--- config.mk ---
export PLATFORM = sky130hd
export DESIGN_NAME = hw_lock_unit
export DESIGN_NICKNAME = d
export VERILOG_FILES = /design/src/rtl/hlu_pkg.sv /design/src/rtl/hlu_decode.sv /design/src/rtl/hlu_entry.sv /design/src/rtl/hw_lock_unit.sv
export SDC_FILE = /design/constraint.sdc
export NUM_CORES = 2
export LEC_CHECK = 0
export CAP_MARGIN = 20
export CELL_PAD_IN_SITES_DETAIL_PLACEMENT = 1
export CELL_PAD_IN_SITES_GLOBAL_PLACEMENT = 2
export CORE_AREA = 4 4 381 383
export DETAILED_ROUTE_END_ITERATION = 10
export DIE_AREA = 0 0 385 387
export GPL_TIMING_DRIVEN = 1
export PLACE_DENSITY = 0.81
export SYNTH_ARGS = -nofsm -noshare
export SYNTH_HDL_FRONTEND = slang
export SYNTH_SLANG_ARGS = --single-unit
--- constraint.sdc ---
create_clock -name clk -period 13.8 [get_ports clk]
set_input_delay 2.76 -clock clk [delete_from_list [all_inputs] [get_ports clk]]
set_output_delay 2.76 -clock clk [all_outputs]
set_load 0.005 [all_outputs]
--- src/rtl/hlu_pkg.sv ---
package hlu_pkg;
  typedef enum logic [1:0] {
    OP_NONE = 2'd0,
    OP_ACQ  = 2'd1,
    OP_REL  = 2'd2
  } lock_op_e;
endpackage

--- src/rtl/hlu_decode.sv ---
module hlu_decode
  import hlu_pkg::*;
#(
  parameter int NUM_CPU   = 4,
  parameter int NUM_LOCKS = 128,
  parameter int AW        = 7,
  parameter int IDW       = 2
) (
  input  logic [NUM_CPU-1:0]   cpu_sel,
  input  logic [AW-1:0]        lock_addr,
  input  logic                 rd_en,
  input  logic                 wr_en,
  output lock_op_e             op,
  output logic [IDW-1:0]       req_id,
  output logic [NUM_LOCKS-1:0] lock_hit
);
  logic sel_ok;
  logic any_hit;

  assign sel_ok = (cpu_sel != '0) && ((cpu_sel & (cpu_sel - 1'b1)) == '0);

  always_comb begin
    req_id = '0;
    for (int k = 0; k < NUM_CPU; k++) begin
      if (cpu_sel[k]) req_id = IDW'(k);
    end
  end

  always_comb begin
    op = OP_NONE;
    if (sel_ok && rd_en && !wr_en) op = OP_ACQ;
    else if (sel_ok && wr_en && !rd_en) op = OP_REL;
  end

  always_comb begin
    for (int i = 0; i < NUM_LOCKS; i++) begin
      lock_hit[i] = (op != OP_NONE) && (lock_addr == AW'(i));
    end
  end

  assign any_hit = |lock_hit;

  always_comb begin
    AST_HIT_ONEHOT: assert ($onehot0(lock_hit));
    AST_HIT_NEEDS_SEL: assert (!any_hit || sel_ok);
  end
endmodule

--- src/rtl/hlu_entry.sv ---
module hlu_entry
  import hlu_pkg::*;
#(
  parameter int NUM_CPU = 4,
  parameter int IDW     = 2,
  parameter bit QUEUED  = 1'b1
) (
  input  logic               clk,
  input  logic               rst_n,
  input  logic               hit,
  input  lock_op_e           op,
  input  logic [IDW-1:0]     req_id,
  output logic               grant,
  output logic [NUM_CPU-1:0] wake
);
  logic               held;
  logic [IDW-1:0]     owner;
  logic [NUM_CPU-1:0] waiting;
  logic [IDW-1:0]     next_id;
  logic               is_owner;
  logic               acq;
  logic               release_ok;
  logic               hand_over;

  always_comb begin
    next_id = '0;
    for (int i = NUM_CPU - 1; i >= 0; i--) begin
      if (waiting[i]) next_id = IDW'(i);
    end
  end

  assign acq        = hit && (op == OP_ACQ);
  assign is_owner   = held && (owner == req_id);
  assign grant      = acq && !held;
  assign release_ok = hit && (op == OP_REL) && is_owner;
  assign hand_over  = release_ok && (waiting != '0);

  always_comb begin
    for (int i = 0; i < NUM_CPU; i++) begin
      wake[i] = hand_over && (next_id == IDW'(i));
    end
  end

  always_ff @(posedge clk) begin
    if (!rst_n) begin
      held    <= 1'b0;
      owner   <= '0;
      waiting <= '0;
    end else if (grant) begin
      held  <= 1'b1;
      owner <= req_id;
    end else if (acq && held && !is_owner && QUEUED) begin
      waiting[req_id] <= 1'b1;
    end else if (hand_over) begin
      owner            <= next_id;
      waiting[next_id] <= 1'b0;
    end else if (release_ok) begin
      held <= 1'b0;
    end
  end

  AST_GRANT_TAKES: assert property (@(posedge clk) disable iff (!rst_n)
    grant |=> held && (owner == $past(req_id)));
  AST_OWNER_NOT_QUEUED: assert property (@(posedge clk) disable iff (!rst_n)
    held |-> !waiting[owner]);
  AST_FREE_NO_WAITERS: assert property (@(posedge clk) disable iff (!rst_n)
    !held |-> (waiting == '0));
  AST_FOREIGN_WRITE: assert property (@(posedge clk) disable iff (!rst_n)
    (hit && op == OP_REL && held && owner != req_id) |=> held && $stable(owner));
  AST_SHORT_NO_QUEUE: assert property (@(posedge clk) disable iff (!rst_n)
    !QUEUED |-> (waiting == '0) && (wake == '0));
endmodule

--- src/rtl/hw_lock_unit.sv ---
module hw_lock_unit
  import hlu_pkg::*;
#(
  parameter int NUM_CPU     = 4,
  parameter int SHORT_LOCKS = 64,
  parameter int LONG_LOCKS  = 64,
  localparam int NUM_LOCKS  = SHORT_LOCKS + LONG_LOCKS,
  localparam int AW         = (NUM_LOCKS > 1) ? $clog2(NUM_LOCKS) : 1,
  localparam int IDW        = (NUM_CPU > 1) ? $clog2(NUM_CPU) : 1
) (
  input  logic               clk,
  input  logic               rst_n,
  input  logic [NUM_CPU-1:0] cpu_sel,
  input  logic [AW-1:0]      lock_addr,
  input  logic               rd_en,
  input  logic               wr_en,
  output logic               rd_grant,
  output logic [NUM_CPU-1:0] cpu_irq
);
  lock_op_e               op;
  logic [IDW-1:0]         req_id;
  logic [NUM_LOCKS-1:0]   lock_hit;
  logic [NUM_LOCKS-1:0]   grant_v;
  logic [NUM_CPU-1:0]     wake_v [NUM_LOCKS];
  logic [NUM_CPU-1:0]     wake_any;

  hlu_decode #(
    .NUM_CPU(NUM_CPU), .NUM_LOCKS(NUM_LOCKS), .AW(AW), .IDW(IDW)
  ) u_dec (
    .cpu_sel(cpu_sel), .lock_addr(lock_addr), .rd_en(rd_en), .wr_en(wr_en),
    .op(op), .req_id(req_id), .lock_hit(lock_hit)
  );

  for (genvar g = 0; g < NUM_LOCKS; g++) begin : g_lock
    hlu_entry #(
      .NUM_CPU(NUM_CPU), .IDW(IDW), .QUEUED(g >= SHORT_LOCKS)
    ) u_ent (
      .clk(clk), .rst_n(rst_n), .hit(lock_hit[g]), .op(op), .req_id(req_id),
      .grant(grant_v[g]), .wake(wake_v[g])
    );
  end

  always_comb begin
    wake_any = '0;
    for (int i = 0; i < NUM_LOCKS; i++) wake_any |= wake_v[i];
  end

  assign rd_grant = |grant_v;

  always_ff @(posedge clk) begin
    if (!rst_n) cpu_irq <= '0;
    else        cpu_irq <= wake_any;
  end

  AST_IRQ_SINGLE: assert property (@(posedge clk) disable iff (!rst_n)
    $onehot0(cpu_irq));
  AST_GRANT_ONLY_READ: assert property (@(posedge clk) disable iff (!rst_n)
    rd_grant |-> rd_en && !wr_en);
  AST_IRQ_FROM_RELEASE: assert property (@(posedge clk) disable iff (!rst_n)
    (cpu_irq != '0) |-> $past(wr_en && !rd_en));
endmodule

* Word-level counts from Yosys, hierarchy flattened *
Index checks and enable logic that the tools add are counted.

operators by class
  equality and inequality tests = 833
  reductions and logical operators = 2765
  bitwise logic cells = 576
  shifts and indexed selects = 0
  muxes and demuxes = 1671
  add/subtract/negate cells = 1
  div/mod/pow operators = 0
  magnitude comparators = 258
  multiply operators = 0

operators by type and width
  cell                                                                                  number
  2-bit two-way mux                                                                     836
  1-bit logical AND                                                                     1670
  4-bit OR                                                                              191
  2-bit nonzero test                                                                    321
  1-bit two-way mux                                                                     578
  4-bit AND                                                                             129
  4-bit nonzero test                                                                    129
  2-bit equality test (second input constant)                                           257
  4-bit two-way mux                                                                     128
  4-bit inverter                                                                        128
  2-bit AND reduction                                                                   256
  7-bit equality test (second input constant)                                           64
  2-bit by 3-bit < comparator with 1-bit output (second input constant)                 129
  2-bit by 1-bit inequality test with 1-bit output (second input constant)              192
  1-bit demux with 2-bit select                                                         129
  2-bit by 1-bit equality test with 1-bit output (second input constant)                129
  2-bit by 1-bit greater-or-equal comparator with 1-bit output (second input constant)  129
  2-bit equality test                                                                   128
  2-bit logical NOT                                                                     128
  7-bit by 6-bit equality test with 1-bit output (second input constant)                32
  1-bit logical NOT                                                                     194
  3-bit AND reduction                                                                   64
  1-bit inverter                                                                        128
  128-bit OR reduction                                                                  1
  8 further kinds                                                                       34

storage, ports and cells
  memory bits (read-only) = 0
  memories kept = 0
  output and inout port bits = 5
  register bits = 900
  logic and storage cells = 6489
  bits in latches = 0
  bits in writable memories = 0
  input port bits = 15

* Longest topological paths before layout *
  depth after elaboration = 141
  depth in mapped cells = 17
  gate-level depth less buffers = 9

* Hierarchy *
A second synthesis with hierarchy kept.

second synthesis, totals
  cells, all modules = 6866
  area, all modules = 57451.4 µm²

by module, submodules not included
  module                              times used  cells each  sequential area each (µm²)  area each (µm²)
  hlu_entry at g_lock[100].u_ent ...  62          55          140.1                       442.9
  hlu_entry at g_lock[10].u_ent ...   53          46          140.1                       415.4
  hlu_entry at g_lock[59].u_ent ...   7           46          140.1                       407.9
  hlu_entry at g_lock[0].u_ent ...    4           44          140.1                       385.4
  hw_lock_unit                        1           219         80.1                        1452.6
  hlu_decode                          1           200         0.0                         1263.7
  hlu_entry at g_lock[99].u_ent       1           53          140.1                       461.7
  hlu_entry at g_lock[91].u_ent       1           48          140.1                       399.1

* Worst setup path after synthesis *
No wires, ideal clock.

  path type = in2out
  from = in cpu_sel[2]
  to = out rd_grant
  buffers on the path = 5
  arrival time = 5.440 ns
  path slack = 5.600 ns
  stages on the path = 14
  cells stage by stage = buf_6 nor2b_4 buf_6 a221o_1 buf_6 nand3_1 buf_4 or3_1 buf_2 nand4_1 or4b_1 nor3_1 nand4_1 or4_1

on the way
  word-level cells in the longest chain between the ends = 13

RTL lines
  item                                         RTL line            text
  from (decl)                                  hw_lock_unit.sv:13  input logic [NUM_CPU-1:0] cpu_sel,
  4-bit by 1-bit subtractor with 4-bit output  hlu_decode.sv:20    assign sel_ok = (cpu_sel != '0) && ((cpu_sel & (cpu_sel - 1'b1)) == '0);
  4-bit AND                                    hlu_decode.sv:20
  4-bit logical NOT                            hlu_decode.sv:20
  1-bit logical AND (*)                        hlu_decode.sv:20
  1-bit logical AND (2 in a row)               hlu_decode.sv:32    else if (sel_ok && wr_en && !rd_en) op = OP_REL;
  2-bit two-way mux                            hlu_decode.sv:32
  2-bit two-way mux (*)                        hlu_decode.sv:31    if (sel_ok && rd_en && !wr_en) op = OP_ACQ;
  2-bit nonzero test                           hlu_decode.sv:37    lock_hit[i] = (op != OP_NONE) && (lock_addr == AW'(i));
  1-bit logical AND                            hlu_decode.sv:37
  1-bit logical AND                            hlu_entry.sv:32     assign acq = hit && (op == OP_ACQ);
  1-bit logical AND                            hlu_entry.sv:34     assign grant = acq && !held;
  128-bit OR reduction (*)                     hw_lock_unit.sv:48  assign rd_grant = |grant_v;
  to (decl)                                    hw_lock_unit.sv:17  output logic rd_grant,

Mark *: on every way between the ends. The rest lies on a longest branch, timed or not.

* Worst setup path in the final report *
  from = in cpu_sel[1]
  to = out rd_grant

Same word-level chain as after synthesis.

==> reports/metrics.cfg <==
[logic_synthesis]
synth_area_um2=49300
yosysSeqAreaShare=0.366
ys.flop_type=dfxtp_1
ys_types=104
syn-num-nets=6669
yosys-top-cells-count=nor2_1, dfxtp_1, a21oi_1
yosys.area.top_type=dfxtp_1
synth_area_leaders=dfxtp_1, nor2_1, a21oi_1, nand2_1, o21ai_0
synth_most_common_cell=nor2_1
ys_seq_elements=900
synth_top_area_share=0.366
synth.avg_cell_area_um2=7.41
synth_cells=6654
synth_edf_count=0
async_flop_share=0
synth_warnings=0

[grt]
grt_pass1_wl_mm=391
antenna_found_initial=41
grt_pass1_vias=52042
grt_usage=0.360
overflow=0
grt_max_degree=181

[pwr]
p_comb_frac=0.053
p_sw_w=0.00152
p_int_w=0.00440
cellLeakagePower_nw=18.4
vdd_drop_max_v=0.000108
switching_share=0.257
pwr-share-clk=0.508
p_seq_frac=0.439
powerDensity_nw_per_um2=108
power_w=0.00592

[clocking]
htreeDepth=3
clk_latency_ns=0.76
cts_sinks=900
cts_buffers=109
cts.repair.resized=0
cts_tree=built
cts_hold_buf=0
root_buffer=clkbuf_16
post-cts-setup-buffers=0
clk_pin_slew_ns=0.06
clock_path_buffers=3

[floorplanning]
die_w_um=385
die_y_um=387
fp-row-count=138
pin_count=20
start_util=0.349
fp.dieArea_um2=149000
core_um2=141000

[critical_path]
crit_type=primary input to primary output
arrival_ns=8.21
cp_cell_sequence=buf_4 -> xor2_1 -> a221o_2 -> nand3_1 -> or3_1 -> nand2_1 -> or3b_2 -> a211oi_1 -> nand4_1 -> or4_1 -> clkdlybuf4s50_1
crit_path_max_incr_delay_ns=0.82
rr_worst_depth=10
crit_path_start_kind=primary input
critPathMaxFanout=33
cp-end-kind=primary output
cp_num_cells=11
required_ns=11.04
slowest_stage=nand3_1
critPathBufInv=2
cp_top_family=simple AND/OR/NAND/NOR gates
r2r_slack_ns=9.47

[cells_and_area]
postLayoutCoreUtil=0.389
seq_area_um2=18000
multiInputGateArea_um2=28600
final_cell_count_no_fill=8488
syn2layout_area_growth_pct=11.6
layout-drive-gt1-share=0.0666
nets=6514
n_fill_cell=17338

[placement]
gp_congestion=1.04
io_buffers=19
dpl.hpwl_mm=203
place_inst=8273

[min_path]
min_path_cells=2
holdCritPathClass=flop to flop

[timing]
grt_setup_unrepaired=no
hold_viol_final=0
worst_pin_slew_ns=1.45
maxSlewViolCount=0
max_clock_freq_ghz=0.0911
slew_headroom=0.0359
post-route-period-util=0.795
skew_ns=0.0424
period_minus_slack_ns=10.97
finalSetupTns_ns=0
setup_viol=0

[route]
drt_iter0_drc=6724
firstDrtPassIters=6
avgRoutedWirePerCell_um=32.8
avgViaCountPerCell=6.51
num_vias=55274
drt-total-wl_mm=278
drcViolationCount=0
ant_nets=0

[flow_run]
cap_violations=0

[status]
status=completed

## area by class of cell
cell class	instances	area share
flip-flops and latches	900	0.328
well taps	1890	0.0430
repair buffers	167	0.0245
clock inverters	31	0.00783
inverters	262	0.0180
diodes	22	0.00100
multi-input cells	5059	0.520
clock buffers	157	0.0576
## sequential cells by signal, summed over array words and instances (netlist names)
register,flops
cpu_irq,4
g_lock.u_ent.held,128
g_lock.u_ent.owner,256
g_lock.u_ent.waiting,512
## per-layer routing
layer	part of all wire	routed length, µm	global-route usage	vias up
met5	0.00033	92	0	-
met4	0.10	27800	0.297	14
met3	0.098	27400	0.0858	894
met2	0.41	115000	0.519	2914
met1	0.39	108000	0.452	27430
li1	-	-	-	24022
## worst register-to-register path, delay by kind of cell (launching register included)
kind | cells | cell delay, ns
AOI/OAI and AO/OA | 2 | 1.60
buffers and inverters | 1 | 0.22
DFF | 1 | 0.40
and+or+nand+nor | 7 | 2.03
## placed cells by master, fill, tap and decap left out, types with 128 or more instances in the layout
| master | instances |
|---|---|
| and3_1 | 170 |
| or3_1 | 183 |
| inv_1 | 261 |
| buf_4 | 143 |
| nand2_1 | 562 |
| nand3_1 | 144 |
| nor2_1 | 1054 |
| o21ai_0 | 378 |
| o22ai_1 | 128 |
| nor3_1 | 268 |
| dfxtp_1 | 900 |
| a21oi_1 | 619 |
## logic make-up (layout without fill, tap and decap cells)
kind of cell | after synthesis | in the layout | synth area share
other cells | 0 | 22 | 0
simple gates | 2942 | 2942 | 0.290
xor+xnor | 87 | 87 | 0.0155
flops | 900 | 900 | 0.366
buf+inv | 695 | 617 | 0.0583
compound gates | 2015 | 2015 | 0.267
mux | 15 | 15 | 0.00322
## power groups by stage
| stage | Sequential (W) | Clock [W] | Combinational (W) |
|---|---|---|---|
| after CTS | 0.00260 | 0.00304 | 0.000299 |
| after global placement | 0.00266 | 0 | 0.000294 |
| after floorplan | 0.00266 | 0 | 0.000159 |
| final | 0.00260 | 0.00301 | 0.000313 |
| after global routing | 0.00260 | 0.00314 | 0.000314 |
| after detailed placement | 0.00266 | 0 | 0.000298 |
## stage by stage
| stage | instance area, µm² | setup WS, ns | hold WS, ns |
|---|---|---|---|
| CTS | 54900 | 3.02 | 0.462 |
| floorplan | 49300 | 5.60 | 0.426 |
| finish | 55000 | 2.83 | 0.459 |
| global route | 55000 | 2.91 | 0.480 |
| global placement | 51300 | 3.06 | 0.435 |
| detailed placement | 51300 | 3.03 | 0.451 |
## worst paths after layout
check	start	to
worst min register to register	g_lock[9].u_ent.waiting[3]	g_lock[9].u_ent.waiting[3]
worst max register to register	g_lock[40].u_ent.owner[0]	cpu_irq[3]
worst max-delay path	cpu_sel[1]	rd_grant
worst min-delay path	g_lock[9].u_ent.waiting[3]	g_lock[9].u_ent.waiting[3]
(Power assumes the default switching activity.)
